### config.mk
export PLATFORM = sky130hd
export DESIGN_NAME = port_chg_irq
export DESIGN_NICKNAME = d
export VERILOG_FILES = /design/src/rtl/port_chg_irq.sv
export SDC_FILE = /design/constraint.sdc
export NUM_CORES = 1
export LEC_CHECK = 0
export ABC_AREA = 1
export CAP_MARGIN = 20
export CELL_PAD_IN_SITES_DETAIL_PLACEMENT = 1
export CELL_PAD_IN_SITES_GLOBAL_PLACEMENT = 2
export CORE_ASPECT_RATIO = 1.4
export CORE_MARGIN = 8
export CORE_UTILIZATION = 30
export CTS_CLUSTER_DIAMETER = 200
export DETAILED_ROUTE_END_ITERATION = 10
export PLACE_DENSITY_LB_ADDON = 0.1
export SYNTH_ARGS = -nofsm -noshare
export SYNTH_HDL_FRONTEND = slang
export SYNTH_SLANG_ARGS = --single-unit
### constraint.sdc
create_clock -name clk -period 1.4 [get_ports clk]
set_clock_uncertainty 0.1 [all_clocks]
set_input_delay 0.28 -clock clk [delete_from_list [all_inputs] [get_ports clk]]
set_output_delay 0.28 -clock clk [all_outputs]
set_load 0.005 [all_outputs]
### src/rtl/port_chg_irq.sv
module port_chg_irq #(
  parameter int PW = 8,
  parameter int NP = 2
) (
  input  logic                clk,
  input  logic                rst_n,
  input  logic [PW*NP-1:0]    pin_i,
  input  logic [PW*NP-1:0]    dir_in_i,
  input  logic [NP-1:0]       rd_ack_i,
  output logic                int_n_o,
  output logic                int_oe_o
);
  localparam int TW = PW * NP;

  logic [TW-1:0] s1_q, s2_q, dir_q, snap_q, snap_n;
  logic          int_q;

  always_ff @(posedge clk) begin
    s1_q <= pin_i;
    s2_q <= s1_q;
  end

  for (genvar p = 0; p < NP; p++) begin : g_port
    assign snap_n[p*PW +: PW] = rd_ack_i[p] ? s2_q[p*PW +: PW] : snap_q[p*PW +: PW];
  end

  always_ff @(posedge clk) begin
    if (!rst_n) begin
      snap_q <= s2_q;
      dir_q  <= '1;
      int_q  <= 1'b0;
    end else begin
      snap_q <= snap_n;
      dir_q  <= dir_in_i;
      int_q  <= |(dir_q & (s2_q ^ snap_n));
    end
  end

  assign int_n_o  = ~int_q;
  assign int_oe_o = int_q;
endmodule

; After elaboration in Yosys (flattened, before gate mapping)
; Cells that the tools add are included.
[classes]
eq_ne = 0
reduce_logical = 1
bitwise = 3
mul = 0
addsub = 0
n_shift = 0
order_cmp = 0
muxes = 3
div_mod_pow = 0
[ops]
columns = op, n
row1 = AND 16 bit, 1
row2 = 2-to-1 mux 16 bit, 1
row3 = 2-to-1 mux 8 bit, 2
row4 = OR reduction 16 bit, 1
row5 = bitwise XOR 16 bit, 1
row6 = inverter 1 bit, 1
[word_totals]
elab_cells = 12
in_bits = 36
ram_bits = 0
regBits = 65
mem_bits_ro = 0
latchBits = 0
memories = 0

; Longest topological paths before layout
; Gate-level depths: netlist of the first run.
[depth]
word_depth = 4
depth_mapped = 9
ltp_nobuf = 9

; Worst setup path after synthesis of the first run
; Ideal clock, no wire load.
[synth_path]
path_kind = input to register
start = input port rd_ack_i[0]
end = register int_q (netlist: int_oe_o)
required_ns = 1.183
path_slack_ns = 0.337
stages = 8
arrival_time_ns = 0.847
path_cell_list = buf_4 > o21ai_1 > nand3_1 > nand2_1 > nor2_1 > nand2_1 > nor2_1 > nor2_1
[synth_via]
elab_chain_len = 4
[synth_rtl]
columns = item, line
row1 = "start, declared", 9  ; input logic [NP-1:0] rd_ack_i,
row2 = 2-to-1 mux 8 bit, 24  ; assign snap_n[p*PW +: PW] = rd_ack_i[p] ? s2_q[p*PW +: PW] : snap_q[p*PW +: PW];
row3 = bitwise XOR 16 bit, 35  ; int_q <= |(dir_q & (s2_q ^ snap_n));
row4 = AND 16 bit, 35
row5 = OR reduction 16 bit, 35
row6 = "end signal, assigned", 35
row7 = "end, declared", 16  ; logic int_q;
; No other way between the ends.
; A chain may end at the register's enable or synchronous reset.

; Worst setup path in the final report of the first run
[layout_path]
start = register int_q (netlist: int_oe_o)
end = output port int_n_o
[layout_via]
elab_chain_len = 1
[layout_rtl]
columns = item, line
row1 = inverter 1 bit, 39  ; assign int_n_o = ~int_q;
row2 = "end, declared", 10  ; output logic int_n_o,
; No other way between the ends.

==> run metrics, run 1 <==
status=complete, no violations; Leak Pwr=1.34 nW; max frequency=approximately 750 MHz; filler instances=815; setup violators final=0; Antenna Cells=0; Layout Area Growth over Synthesis=37.3%; synthesized instance count=between 200 and 300; H-tree levels=3; RSZ-0062 raised after global routing=false; Synth cell types=12; Final #Nets=between 300 and 400; final hold vios=0; Avg Inst Size Synth=roughly 8.5 sq um; vias in the first global route=1791; DR vias=1705; drt drc=0; FF-to-FF setup slack=between 200 and 300 ps; Via density=~4.3; first-pass GRT wire length=between 8000 and 9000 um; Hold Crit Class=reg -> reg; clock tree root buffer cell=clkbuf_8; Starting Density=between 30% and 40%; Pwr Density=about 1400 mW/mm^2; dpl hpwl=3330 um; Initial DRC Count=53; TritonRoute pass-1 iters=4; Worst setup SP type=register; die height=117 um; Mapped Nets=slightly below 300; post-synthesis sequential area ratio=between 50 and 60%; Clock Tree Buf Depth=2; layout cells sized above 1=a little over an eighth; worst skew pair latency=around 330 ps; CP Class=reg -> out; Rel. slew slack=~90%; commonest non-fill, non-tap cells in the layout=dfxtp_1 (64), nand2_1 (43), inv_1 (34), o21ai_0 (34), clkdlybuf4s50_1 (33); final WL=4930 um; Max Slew Vio Count=0; initial antenna violation count=0; Mapped Area=between 0.002 and 0.0025 sq mm; register clock-pin slew on the reported worst setup and hold paths=about 70 ps; CTS buffer count=9; largest net degree at the start of global routing=23; GRT Util Overall=between 10 and 15%; Worst Path Arrival=950 ps; Avg WL per Cell=12.3 um; post-route minimum period=approximately 1300 ps; CTS tree=done; hold buffers post-CTS=0; Peak VDD IR=0.000480 V; CP Data Required Time=~1000 ps; final std cells w/o fill=between 400 and 500; # IOs=38; die area=0.0102 sq mm; overflow left after global routing=0; FP Rows=36; Worst Path Max Fanout=2; Setup Buffers After CTS=0; Hold Worst Slack=between 200 and 250 ps; Die Span X=~88 um; Critical Path End Type=output port; Yosys reg bits=between 60 and 70; Synth warnings=0; number of port buffers=37; final antenna-violating net count=0; crit share post-route=about 95%; number of max-cap violations=0; placed cell count=approximately 380; Routability Congestion=between 0.7 and 0.8; Sink Count=65; commonest non-fill, non-tap cell in the layout=dfxtp_1; core footprint=0.00698 sq mm; transition time of the tightest slew-check pin=between 150 and 200 ps
cells by family (layout without fill, tap and decap cells):
group / after synthesis / count (layout) / synth area share, %
AO/OA/AOI/OAI: 63 / 63 / 14.6
flip-flops: 65 / 65 / 60.0
buffers and inverters: 45 / 97 / 8.59
AND/OR/NAND/NOR: 81 / 81 / 16.8
stage by stage:
stage | setup slack (ps) | cell area [sq um] | TNS, ps | power, mW | util (%)
floorplan | 337 | 2170 | 0 | 2.26 | -
global placement | -374 | 2710 | -2260 | 2.45 | 38.8
detailed placement | -402 | 2710 | -2660 | 2.46 | 38.8
CTS | 38.0 | 2980 | 0 | 4.15 | 42.7
global route | 14.4 | 2980 | 0 | 4.29 | 42.7
finish | 65.8 | 2980 | 0 | 4.07 | 42.7
worst max-delay path: stages (launching register included):
cell and delay (ps):
dfxtp_2 340, inv_1 30, dlygate4sd2_1 250
final cells by class:
cell class,count,area [sq um],share of cell area [%]
timing repair buffer,47,541,18.1
inverter,34,128,4.28
sequential,65,1300,43.7
clock inverter,2,35.0,1.18
multi-input combinational,144,682,22.9
tap,95,119,3.99
clock buffer,14,173,5.80
worst paths after layout:
| path | startpoint | depth (start not counted) | endpoint |
|---|---|---|---|
| setup / recovery | int_oe_o$_SDFF_PN0_ | 2 | int_n_o |
| hold / removal | s1_q[11]$_DFF_P_ | 0 | s2_q[11]$_DFF_P_ |
| setup reg to reg | s2_q[0]$_DFF_P_ | 7 | int_oe_o$_SDFF_PN0_ |
| hold reg to reg | s1_q[11]$_DFF_P_ | 0 | s2_q[11]$_DFF_P_ |
report_power, final:
| part | internal [mW] | switching [mW] |
|---|---|---|
| clock | 0.968 | 0.675 |
| sequential | 1.97 | 0.0623 |
| combinational | 0.228 | 0.167 |
flip-flops by register name (all words and copies together) (netlist names):
register	count
snap_q	16
int_oe_o	1
dir_q	16
s2_q	16
s1_q	16
routing by layer:
layer  routed length (um)  vias up  GRT usage [%]
li1                     -      895              -
met1                 2190      773           12.2
met2                 2410       29           18.0
met3                  218        8           3.80
met4                   99        0           5.88
met5                    0        -              0
cell usage after synthesis, drive strengths merged:
master	count	area, sq um
nand2	43	161
clkbuf	5	18.8
nor2	6	22.5
buf	6	40.0
inv	34	128
dfxtp	65	1300
or2	16	100
nand3	16	80.1
o21bai	1	7.51
o21ai	62	310
repair_timing:
action                                 4_1_cts  5_1_grt
endpoints found under the hold margin        0        0
setup endpoints to repair                    3        0
resized for setup                            5        0
Note: power is estimated with default switching activity, not from simulation.
==> run 2, diff against run 1 <==
--- a/config.mk
+++ b/config.mk
@@ -15,6 +15,7 @@
 export CTS_CLUSTER_DIAMETER = 200
 export DETAILED_ROUTE_END_ITERATION = 10
 export PLACE_DENSITY_LB_ADDON = 0.1
+export SLEW_MARGIN = 20
 export SYNTH_ARGS = -nofsm -noshare
 export SYNTH_HDL_FRONTEND = slang
 export SYNTH_SLANG_ARGS = --single-unit
==> results of run 2 <==
Final layout, timing and power as in run 1 (identical DEF).
